[src/rtl/fp_pkg.sv]
package fp_pkg;

    localparam logic [15:0] UNLK_ADDR_A = 16'h5555;
    localparam logic [15:0] UNLK_ADDR_B = 16'h2AAA;
    localparam logic [7:0]  UNLK_KEY_A  = 8'hAA;
    localparam logic [7:0]  UNLK_KEY_B  = 8'h55;
    localparam logic [7:0]  OP_PROGRAM  = 8'hA0;
    localparam logic [7:0]  OP_ERASE    = 8'h80;
    localparam logic [7:0]  OP_ERASE_GO = 8'h10;

    typedef enum logic [2:0] {
        ST_IDLE,
        ST_WSET,
        ST_WLOW,
        ST_WHIGH,
        ST_PTURN,
        ST_PREAD,
        ST_PGAP
    } fp_state_e;

    typedef struct packed {
        fp_state_e   st;
        logic [2:0]  step;
        logic        erase;
        logic [15:0] tgt_a;
        logic [7:0]  tgt_d;
        logic        want7;
        logic        ce_n;
        logic        oe_n;
        logic        we_n;
        logic        dq_oe;
        logic        done;
        logic        tmo;
    } fp_ctl_t;

endpackage

[src/rtl/fp_cycle_timer.sv]
module fp_cycle_timer #(
    parameter int W = 4
) (
    input  logic         clk,
    input  logic         rst_n,
    input  logic         load,
    input  logic [W-1:0] load_val,
    input  logic         dec,
    output logic         zero
);
    logic [W-1:0] cnt_d, cnt_q;

    always_comb begin
        cnt_d = cnt_q;
        if (load)
            cnt_d = load_val;
        else if (dec && cnt_q != '0)
            cnt_d = cnt_q - 1'b1;
    end

    always_ff @(posedge clk or negedge rst_n) begin
        if (!rst_n) cnt_q <= '0;
        else        cnt_q <= cnt_d;
    end

    assign zero = (cnt_q == '0);

    // an expired counter stays expired until it is reloaded
    p_floor_r5: assert property (@(posedge clk) disable iff (!rst_n)
        (zero && !load) |=> zero);

endmodule

[src/rtl/fp_cmd_table.sv]
module fp_cmd_table
    import fp_pkg::*;
(
    input  logic        erase,
    input  logic [2:0]  step,
    input  logic [15:0] tgt_addr,
    input  logic [7:0]  tgt_data,
    output logic [15:0] wr_addr,
    output logic [7:0]  wr_data,
    output logic        last
);
    // step 0/1 (and 3/4 of erase) are the shared two-write unlock pair
    always_comb begin
        wr_addr = UNLK_ADDR_A;
        wr_data = UNLK_KEY_A;
        if (erase) begin
            last = (step == 3'd5);
            case (step)
                3'd0, 3'd3: begin wr_addr = UNLK_ADDR_A; wr_data = UNLK_KEY_A;  end
                3'd1, 3'd4: begin wr_addr = UNLK_ADDR_B; wr_data = UNLK_KEY_B;  end
                3'd2:       begin wr_addr = UNLK_ADDR_A; wr_data = OP_ERASE;    end
                default:    begin wr_addr = UNLK_ADDR_A; wr_data = OP_ERASE_GO; end
            endcase
        end else begin
            last = (step == 3'd3);
            case (step)
                3'd0:    begin wr_addr = UNLK_ADDR_A; wr_data = UNLK_KEY_A; end
                3'd1:    begin wr_addr = UNLK_ADDR_B; wr_data = UNLK_KEY_B; end
                3'd2:    begin wr_addr = UNLK_ADDR_A; wr_data = OP_PROGRAM; end
                default: begin wr_addr = tgt_addr;    wr_data = tgt_data;   end
            endcase
        end
    end

endmodule

[src/rtl/flash_prog_ctrl.sv]
module flash_prog_ctrl
    import fp_pkg::*;
#(
    parameter int WE_LOW_CYC  = 25,
    parameter int WE_HIGH_CYC = 25,
    parameter int ACC_CYC     = 10,
    parameter int GAP_CYC     = 2,
    parameter int POLL_MAX    = 4096
) (
    input  logic        clk,
    input  logic        rst_n,
    input  logic        req_valid,
    output logic        req_ready,
    input  logic        req_erase,
    input  logic [15:0] req_addr,
    input  logic [7:0]  req_data,
    output logic        done,
    output logic        timeout,
    output logic [15:0] fl_addr,
    output logic [7:0]  fl_dq_out,
    output logic        fl_dq_oe,
    input  logic [7:0]  fl_dq_in,
    output logic        fl_ce_n,
    output logic        fl_oe_n,
    output logic        fl_we_n
);
    localparam int MAX_A = (WE_LOW_CYC > WE_HIGH_CYC) ? WE_LOW_CYC : WE_HIGH_CYC;
    localparam int MAX_B = (ACC_CYC > GAP_CYC) ? ACC_CYC : GAP_CYC;
    localparam int MAX_PH = (MAX_A > MAX_B) ? MAX_A : MAX_B;
    localparam int PW = $clog2(MAX_PH + 1);
    localparam int BW = $clog2(POLL_MAX + 1);

    fp_ctl_t q, d;

    logic          ph_load, ph_zero;
    logic [PW-1:0] ph_val;
    logic          bud_load, bud_dec, bud_zero;
    logic [15:0]   tbl_addr;
    logic [7:0]    tbl_data;
    logic          tbl_last;
    logic          rd_unused;

    assign rd_unused = ^fl_dq_in[6:0];

    fp_cmd_table u_tbl (
        .erase    (q.erase),
        .step     (q.step),
        .tgt_addr (q.tgt_a),
        .tgt_data (q.tgt_d),
        .wr_addr  (tbl_addr),
        .wr_data  (tbl_data),
        .last     (tbl_last)
    );

    fp_cycle_timer #(.W(PW)) u_phase (
        .clk      (clk),
        .rst_n    (rst_n),
        .load     (ph_load),
        .load_val (ph_val),
        .dec      (1'b1),
        .zero     (ph_zero)
    );

    fp_cycle_timer #(.W(BW)) u_budget (
        .clk      (clk),
        .rst_n    (rst_n),
        .load     (bud_load),
        .load_val (BW'(POLL_MAX - 1)),
        .dec      (bud_dec),
        .zero     (bud_zero)
    );

    always_comb begin
        d        = q;
        d.done   = 1'b0;
        d.tmo    = 1'b0;
        ph_load  = 1'b0;
        ph_val   = '0;
        bud_load = 1'b0;
        bud_dec  = 1'b0;

        case (q.st)
            ST_IDLE: begin
                if (req_valid) begin
                    d.erase = req_erase;
                    d.tgt_a = req_addr;
                    d.tgt_d = req_data;
                    d.want7 = req_erase ? 1'b1 : req_data[7];
                    d.step  = 3'd0;
                    d.st    = ST_WSET;
                end
            end
            ST_WSET: begin
                d.st    = ST_WLOW;
                ph_load = 1'b1;
                ph_val  = PW'(WE_LOW_CYC - 1);
            end
            ST_WLOW: begin
                if (ph_zero) begin
                    d.st    = ST_WHIGH;
                    ph_load = 1'b1;
                    ph_val  = PW'(WE_HIGH_CYC - 1);
                end
            end
            ST_WHIGH: begin
                if (ph_zero) begin
                    if (tbl_last) begin
                        d.st = ST_PTURN;
                    end else begin
                        d.step = q.step + 3'd1;
                        d.st   = ST_WSET;
                    end
                end
            end
            ST_PTURN: begin
                d.st     = ST_PREAD;
                ph_load  = 1'b1;
                ph_val   = PW'(ACC_CYC - 1);
                bud_load = 1'b1;
            end
            ST_PREAD: begin
                if (ph_zero) begin
                    if (fl_dq_in[7] == q.want7) begin
                        d.st   = ST_IDLE;
                        d.done = 1'b1;
                    end else if (bud_zero) begin
                        d.st   = ST_IDLE;
                        d.done = 1'b1;
                        d.tmo  = 1'b1;
                    end else begin
                        bud_dec = 1'b1;
                        d.st    = ST_PGAP;
                        ph_load = 1'b1;
                        ph_val  = PW'(GAP_CYC - 1);
                    end
                end
            end
            ST_PGAP: begin
                if (ph_zero) begin
                    d.st    = ST_PREAD;
                    ph_load = 1'b1;
                    ph_val  = PW'(ACC_CYC - 1);
                end
            end
            default: d.st = ST_IDLE;
        endcase

        // pin strobes follow the next state so each is a plain flop output
        d.ce_n  = (d.st == ST_IDLE);
        d.we_n  = (d.st != ST_WLOW);
        d.oe_n  = (d.st != ST_PREAD);
        d.dq_oe = (d.st == ST_WSET) || (d.st == ST_WLOW) || (d.st == ST_WHIGH);
    end

    always_ff @(posedge clk or negedge rst_n) begin
        if (!rst_n) begin
            q       <= '0;
            q.st    <= ST_IDLE;
            q.ce_n  <= 1'b1;
            q.oe_n  <= 1'b1;
            q.we_n  <= 1'b1;
        end else begin
            q <= d;
        end
    end

    assign req_ready = (q.st == ST_IDLE);
    assign done      = q.done;
    assign timeout   = q.tmo;
    assign fl_ce_n   = q.ce_n;
    assign fl_oe_n   = q.oe_n;
    assign fl_we_n   = q.we_n;
    assign fl_dq_oe  = q.dq_oe;
    assign fl_addr   = q.dq_oe ? tbl_addr : q.tgt_a;
    assign fl_dq_out = tbl_data;

    p_oe_blocks_write_r6: assert property (@(posedge clk) disable iff (!rst_n)
        !fl_we_n |-> (fl_oe_n && fl_dq_oe));

    p_no_bus_fight_r6: assert property (@(posedge clk) disable iff (!rst_n)
        !fl_oe_n |-> !fl_dq_oe);

    p_release_first_r7: assert property (@(posedge clk) disable iff (!rst_n)
        $fell(fl_oe_n) |-> !$past(fl_dq_oe));

    p_hold_while_low_r5: assert property (@(posedge clk) disable iff (!rst_n)
        (!fl_we_n && !$past(fl_we_n)) |-> ($stable(fl_addr) && $stable(fl_dq_out)));

    p_ce_before_we_r11: assert property (@(posedge clk) disable iff (!rst_n)
        $fell(fl_we_n) |-> (!fl_ce_n && !$past(fl_ce_n)));

    p_done_single_r8: assert property (@(posedge clk) disable iff (!rst_n)
        done |=> !done);

    p_done_at_idle_r2: assert property (@(posedge clk) disable iff (!rst_n)
        done |-> (req_ready && fl_ce_n));

    p_tmo_qualified_r10: assert property (@(posedge clk) disable iff (!rst_n)
        timeout |-> done);

endmodule

[config.mk]
export PLATFORM = sky130hd
export DESIGN_NAME = flash_prog_ctrl
export DESIGN_NICKNAME = d
export VERILOG_FILES = /design/src/rtl/fp_pkg.sv /design/src/rtl/fp_cycle_timer.sv /design/src/rtl/fp_cmd_table.sv /design/src/rtl/flash_prog_ctrl.sv
export SDC_FILE = /design/constraint.sdc
export NUM_CORES = 1
export LEC_CHECK = 0
export CORE_ASPECT_RATIO = 1.1
export CORE_MARGIN = 2
export CORE_UTILIZATION = 47
export CTS_CLUSTER_SIZE = 16
export DETAILED_ROUTE_END_ITERATION = 10
export MAX_ROUTING_LAYER = met4
export PLACE_DENSITY = 0.79
export SETUP_SLACK_MARGIN = 0.05
export SKIP_CTS_REPAIR_TIMING = 1
export SYNTH_ARGS = -nofsm -noshare
export SYNTH_HDL_FRONTEND = slang
export SYNTH_HIERARCHICAL = 1
export SYNTH_SLANG_ARGS = --single-unit
[constraint.sdc]
create_clock -name clk -period 3.1 [get_ports clk]
set_input_delay 0.93 -clock clk [delete_from_list [all_inputs] [get_ports clk]]
set_output_delay 0.93 -clock clk [all_outputs]
set_load 0.01 [all_outputs]
# == Yosys cells after proc, flatten, opt, wreduce, memory -nomap -nowiden ==
# Index checks and enable logic that the tools add are counted.
# totals
input_bits,36
output_inout_bits,31
wordCells,99
regBits,56
# op_classes
n_reduce_logical,20
muxes,42
eq_ne,20
addsub,3
# op_table
op,n
$pmux 8 s3,2
$mux 16,2
$mux 32,1
$pmux 16 s2,1
$mux 13,2
$pmux 5 s5,1
$mux 3,7
$pmux 3 s7,1
$eq 3x2->1 const B,6
$eq 3x3->1 const B,5
$mux 15,1
$mux 5,3
$logic_not 13->1,1
$mux 1,13
$reduce_bool 13->1,1
$sub 13x1->13 const B,1
$reduce_or 2->1,5
$eq 3x1->1 const B,3
$logic_not 3->1,3
$mux 8,1
$mux 2,3
$mux 6,1
$ne 2x2->1 const B,3
$pmux 3 s2,1
14 further kinds,17

# == Depth between registers and ports, before layout ==
# Gate-level depths: netlist of the first run.
# depth
ltp_word,8
depth_mapped,12

# == By module ==
# The synthesis of the first run kept the hierarchy.
# by_module_without_submodules
mod,area_each_um2,n_inst,seq_area_each_um2,cells_each
flash_prog_ctrl,1845.5,1,954.7,152
fp_cycle_timer (u_budget),898.4,1,325.3,103
fp_cmd_table,360.3,1,0.0,63
fp_cycle_timer (u_phase),304.0,1,125.1,32

# == Least setup slack after synthesis of the first run ==
# OpenSTA, ideal clock, no wires.
# synth_timing
kind,register to register
start,reg u_phase.cnt_q[0]
end,reg u_budget.cnt_q[12]
setup_slack_ns,0.009
n_path_buf,1
path_stages_with_launch,13
t_arrival_ns,2.967
cell_sequence,dfrtp_1 > inv_1 > ha_1 > or4b_4 > inv_1 > buf_2 > nand2_1 > or2_1 > nor3b_1 > and4bb_2 > nand4_1 > mux2_1 > mux2_2
# synth_via
elab_chain_cells,5
# synth_lines
element,line_no,source
from (decl),fp_cycle_timer.sv:11,"logic [W-1:0] cnt_d, cnt_q;"
from (signal assigned),fp_cycle_timer.sv:23,else cnt_q <= cnt_d;
$logic_not 5->1,fp_cycle_timer.sv:26,assign zero = (cnt_q == '0);
named net ph_zero,flash_prog_ctrl.sv:35,"logic ph_load, ph_zero;"
$mux 1,flash_prog_ctrl.sv:122,if (ph_zero) begin
$mux 1,flash_prog_ctrl.sv:82,case (q.st)
named net bud_dec,flash_prog_ctrl.sv:37,"logic bud_load, bud_dec, bud_zero;"
$logic_and 1x1->1,fp_cycle_timer.sv:17,else if (dec && cnt_q != '0)
$reduce_bool 2->1 (no source line),n/a,
to (signal assigned),fp_cycle_timer.sv:23,
to (decl),fp_cycle_timer.sv:11,
# The timed path passes the listed nets, and every way through them passes these cells.
# A chain may end at the register's enable or synchronous reset.

# == Final worst setup path of the first run ==
# layout_timing
start,reg q[33] in the netlist's numbering
end,out fl_dq_out[6]
# layout_via
elab_chain_cells,4
elab_cells_between_ends,10
cone_classes,eq/ne: 4; mux: 3; reduce/logical: 3
# layout_lines
element,line_no,source
from (decl),flash_prog_ctrl.sv:33,"fp_ctl_t q, d;"
"$eq 3x3->1, or another cell as far along",fp_cmd_table.sv:18,case (step)
$reduce_or 2->1,fp_cmd_table.sv:18,
$pmux 8 s3,fp_cmd_table.sv:18,
$mux 8 *,fp_cmd_table.sv:16,if (erase) begin
to (decl),flash_prog_ctrl.sv:20,"output logic [7:0] fl_dq_out,"
# Mark *: on every way between the ends. The rest lies on a longest branch, timed or not.

==> results of run 1 <==
## metrics by stage
stage	hold WS, ns	utilization [%]	cells
finish	0.4933	63.82	526
global route	0.5178	63.82	526
CTS	0.5004	60.96	515
detailed placement	0.4759	59.70	507
global placement	0.4702	59.70	507
floorplan	0.4524	-	369
## layout make-up
cell class	instances	area (µm²)
clock buffers	6	72.57
clock inverters	2	16.27
fillers	582	2535
inverters	18	70.07
multi-input cells	276	1962
flip-flops and latches	56	1410
well taps	85	106.4
repair buffers	83	834.6
## cell families (layout without fill, tap and decap cells)
kind of cell	Yosys count	in the layout	synth area share, %
AND/OR/NAND/NOR	127	127	20.41
AO/OA/AOI/OAI	76	76	15.97
flip-flops	56	56	41.23
multiplexers	46	46	15.16
buffers and inverters	37	109	5.029
adder cells (fa/ha/maj)	4	4	1.468
other	2	21	0.2203
XOR/XNOR	2	2	0.5140
## report_power, final
part / switching [µW] / internal [µW] / total (µW) / leakage, µW
clock network: 244 / 161 / 406 / 0.0000414
registers: 319 / 1050 / 1370 / 0.000655
logic: 896 / 1170 / 2070 / 0.00138
## metal layers
metal / track usage [%] / part of all wire, % / vias up
li1: - / - / 1389
met1: 23.90 / 45 / 1301
met2: 32.55 / 50 / 62
met3: 3.883 / 4.3 / 6
met4: 5.159 / 0.86 / 0
met5: - / 0 / -
## placed cells by master (no fill, tap or decap), types with 4 or more instances in the layout
cell type,netlist,final
dfrtp_1,53,49
o21a_1,11,11
nand4_1,4,4
nand2b_1,4,4
conb_1,2,21
a21o_1,4,4
o22ai_1,4,4
clkbuf_8,0,5
nor2_1,27,26
a21oi_1,20,20
mux2_2,19,18
nor2b_1,7,7
clkdlybuf4s50_1,0,42
buf_4,4,19
nand2_1,48,47
o21ai_0,11,11
inv_1,18,16
mux2_1,26,25
dfrtp_2,0,4
dlymetal6s2s_1,0,16
and3_1,4,4
and2_1,6,6
## worst reg2reg max path, cell delays in order, from the launching register on
cell and delay [ns]:
dfrtp_1 0.40, inv_2 0.07, ha_2 0.17, or4b_4 0.48, inv_4 0.08, nand2_4 0.05, or2_4 0.27, nor3b_4 0.28
and4bb_2 0.28, nand4_1 0.14, mux2_4 0.34, mux2_4 0.26
## registers in the layout, indices dropped and copies added (netlist names)
signal and cells:
timeout 1, done 1, u_phase/cnt_q 5, q 32, fl_dq_oe 1, fl_oe_n 1
fl_ce_n 1, u_budget/cnt_q 13, fl_we_n 1
## worst paths after layout
kind / slack, ns / startpoint / endpoint / depth (start not counted)
max in group asynchronous: 1.66 / rst_n / u_budget/cnt_q[1] / 2
worst min register to register: 0.49 / q[7] / q[7] / 1
worst max-delay path: 0.16 / q[33] / fl_dq_out[6] / 6
worst max register to register: 0.16 / u_phase/cnt_q[0] / u_budget/cnt_q[12] / 11
worst min-delay path: 0.49 / q[7] / q[7] / 1
min in group asynchronous: 0.74 / rst_n / q[27] / 1
==> flow_summary.toml, run 1 <==
[outcome]
status = "complete, no violations"

[synth]
synth_top_area_share_pct = 38.91
synth_area_leaders = "dfrtp_1, mux2_1, mux2_2"
synth_edf_count = 0
netlist_instances = 350
yosysTopAreaCell = "dfrtp_1"
synth_most_common_cell = "dfrtp_1"
syn_area_um2 = 3408
ys_seq_area_share_pct = 41.23
ys_warn_count = 6
synth_top_cells_by_count = "dfrtp_1, nand2_1, nor2_1"
avgSynthCellArea_um2 = 9.738
async_reset_ff_share_pct = 100.0
synth-seq-cells = 56
synth_ff_type = "dfrtp_1"
yosysUniqueCellTypes = 69

[run]
max_cap_violations = 0

[sta]
drv_slew = 0
slew_headroom_pct = 39.64
fin_ws_ns = 0.1574
finalSetupTns_ns = 0
fin_crit_sh_pct = 94.92
period_minus_slack_ns = 2.943
rsz0062_at_grt = "yes"
tightest_slew_ns = 0.9055
fmax_mhz = 339.8
setup_viol = 0
hold_violations = 0
clock_skew_ns = 0.004553

[global_route]
gr-usage-all-layers_pct = 19.36
grt_max_degree = 42
grt_pass1_vias = 2669
gr-total-overflow = 0
antenna_found_initial = 0
grt_pass1_wl_um = 12150

[power]
powerDensity_nw_per_um2 = 860.2
total_power_uw = 3847
peakVddDrop_v = 0.0005565
power.leakage_uw = 0.002076

[placed_design]
pre_cts_ws_ns = 0.01229
post_dp_cell_area_um2 = 4183
portBuffers = 59
hpwl_um = 5225
place.gp.congestion = 0.8236

[finish]
area_growth_pct = 31.20
stdcell_area_um2 = 4472
drive_gt1_share_pct = 18.59
nets = 480
diodes = 0

[critical_path]
crit_arrival_ns = 2.01
worstPathMaxFanout = 5
end_kind = "output port"
path_cells = "nor2_4, a32oi_4, clkbuf_16, buf_4, nand2_1, clkdlybuf4s50_1"
path_buf_inv = 3
required_ns = 2.17
critical_path_class = "flip-flop to output port"
cpLargestDelayFamily = "buffers and inverters"
start_kind = "flip-flop"
slowest_delay_ns = 0.55
slowest_stage = "clkdlybuf4s50_1"

[die]
die_h_um = 93.31
top_level_ports = 67
die_area_um2 = 7950
start_util_pct = 48.64
core_um2 = 7007
fp-row-count = 32
die_w_um = 85.20

[route]
routed_wl_um = 7576
dr.first_iter.drc_count = 147
drcViolationCount = 0
ant_nets = 0
drt-vias-per-instance = 5.243
vias = 2758
wl_per_cell_um = 14.40
dr.pass1.iters = 4

[clock_tree]
max-clock-path-buffers = 2
cts_sinks = 56
clockRootBuffer = "clkbuf_8"
clock_latency_ns = 0.31
cts_inserted_buffers = 5
htreeDepth = 2
clkTransAtPathRegs_ns = 0.10
cts_tree = "built"

[hold_path]
hp-class = "flip-flop to flip-flop"
Note: power is estimated with default switching activity, not from simulation.
==> run 2, diff against run 1 <==
--- a/config.mk
+++ b/config.mk
@@ -5,12 +5,13 @@
 export SDC_FILE = /design/constraint.sdc
 export NUM_CORES = 1
 export LEC_CHECK = 0
+export ABC_CLOCK_PERIOD_IN_PS = 3100
+export CAP_MARGIN = 20
 export CORE_ASPECT_RATIO = 1.1
 export CORE_MARGIN = 2
 export CORE_UTILIZATION = 47
 export CTS_CLUSTER_SIZE = 16
 export DETAILED_ROUTE_END_ITERATION = 10
-export MAX_ROUTING_LAYER = met4
 export PLACE_DENSITY = 0.79
 export SETUP_SLACK_MARGIN = 0.05
 export SKIP_CTS_REPAIR_TIMING = 1
==> flow_summary.toml, run 2 (synthesized netlist as in run 1, its figures left out) <==
[sta]
setup_viol = 0
fin_crit_sh_pct = 95.37
fmax_mhz = 338.3
drv_slew = 0
rsz0062_at_grt = "yes"
slew_headroom_pct = 39.65
hold_violations = 0
fin_ws_ns = 0.1437
clock_skew_ns = 0.007560
period_minus_slack_ns = 2.956
whs_ns = 0.4935
tightest_slew_ns = 0.9052

[die]
top_level_ports = 67
core_um2 = 7007
die_h_um = 93.31
die_area_um2 = 7950
start_util_pct = 48.64
fp-row-count = 32
die_w_um = 85.20

[finish]
diodes = 0
area_growth_pct = 31.20
layout_commonest_cell = "dfrtp_1"
nets = 480
largest_register_ffs = 32
fillerInstances = 582
top_regs = "q x32, u_budget/cnt_q x13, u_phase/cnt_q x5"
drive_gt1_share_pct = 18.59
layout_common_cells = "dfrtp_1, nand2_1, clkdlybuf4s50_1, nor2_1, mux2_1"
utilization_pct = 63.82
multiInputGateArea_um2 = 1962
top_register = "q"
fin_cells = 526
ff_latch_area_um2 = 1410

[placed_design]
pre_cts_ws_ns = 0.01229
post-place-cells = 507
hpwl_um = 5225
portBuffers = 59
place.gp.congestion = 0.8116

[critical_path]
worstPathMaxFanout = 5
end_kind = "flip-flop"
crit_arrival_ns = 3.15
cpLargestDelayFamily = "simple AND/OR/NAND/NOR gates"
path_cells = "inv_2, ha_2, or4b_4, inv_4, nand2_4, or2_4, nor3b_4, and4bb_2, nand4_1, mux2_4, mux2_4"
path_common_cell = "mux2_4"
r2r-start = "u_phase/cnt_q[0]"
r2r_cells = 11
slowest_delay_ns = 0.48
critical_path_class = "flip-flop to flip-flop"
path_depth = 11
path_buf_inv = 2
start_kind = "flip-flop"
slowest_stage = "or4b_4"
timing.rr.end = "u_budget/cnt_q[12]"
regToRegSetupSlack_ns = 0.14
required_ns = 3.30

[global_route]
grt_pass1_wl_um = 12160
grtUsageMet1_pct = 23.90
gr-total-overflow = 0
grt.busiest_layer = "met2"
grt_use_met2_pct = 32.55
grt_max_degree = 42
antenna_found_initial = 0
met3_usage_pct = 3.883
gr-usage-all-layers_pct = 18.84
grt_pass1_vias = 2669

[route]
dr.pass1.iters = 4
vias = 2767
routed_wl_um = 7539
drt-vias-per-instance = 5.260
dr.first_iter.drc_count = 121
wl_per_cell_um = 14.33
ant_nets = 0
drcViolationCount = 0

[power]
power.leakage_uw = 0.002076
powerDensity_nw_per_um2 = 858.9
peakVddDrop_v = 0.0005569

[hold_path]
hp-class = "flip-flop to flip-flop"
worstHoldStart = "q[7]"
worstHoldEndpoint = "q[7]"
holdPathStages = 1

[clock_tree]
cts_tree = "built"
clockRootBuffer = "clkbuf_8"
htreeDepth = 2
cts_sinks = 56
clock_latency_ns = 0.31
cts_inserted_buffers = 5
max-clock-path-buffers = 2
clkTransAtPathRegs_ns = 0.10

[run]
max_cap_violations = 0

[outcome]
status = "complete, no violations"
-- run 2: cell counts in the layout (fill, tap and decap cells not counted) --
Identical to the previous run, type by type.
-- run 2: layer usage --
layer	routed length (µm)	share of wire, %
met2	3752	50
met4	83	1.1
met5	0	0
met3	318	4.2
met1	3384	45
-- run 2: worst max-delay path by stage --
stage / startpoint / to / slack [ns]
finish: u_phase/cnt_q[0] / u_budget/cnt_q[12] / 0.14
floorplan: u_phase/cnt_q[0] / u_budget/cnt_q[12] / 0.11
CTS: q[34] / fl_addr[2] / -0.15
global placement: fl_dq_in[7] / u_budget/cnt_q[12] / 0.07
detailed placement: fl_dq_in[7] / u_budget/cnt_q[12] / 0.01
global route: u_phase/cnt_q[0] / u_budget/cnt_q[12] / 0.02
-- run 2: report_power, final --
part           total [µW]  internal (µW)  switching, µW
clock network         401            161            240
logic                2070           1170            896
registers            1370           1050            318
-- run 2: per-stage QoR --
stage | power (µW) | TNS, ns | instance area (µm²)
floorplan | 2551 | 0 | 3485
global placement | 3262 | 0 | 4183
detailed placement | 3345 | 0 | 4183
CTS | 3756 | -1.780 | 4272
global route | 4142 | 0 | 4472
finish | 3841 | 0 | 4472
-- run 2: final cells by class --
class                           count  area share, %
Clock buffer                        6          1.623
Multi-Input combinational cell    276          43.87
Timing Repair Buffer               83          18.66
Clock inverter                      2         0.3637
Sequential cell                    56          31.53
Inverter                           18          1.567
Tap cell                           85          2.378
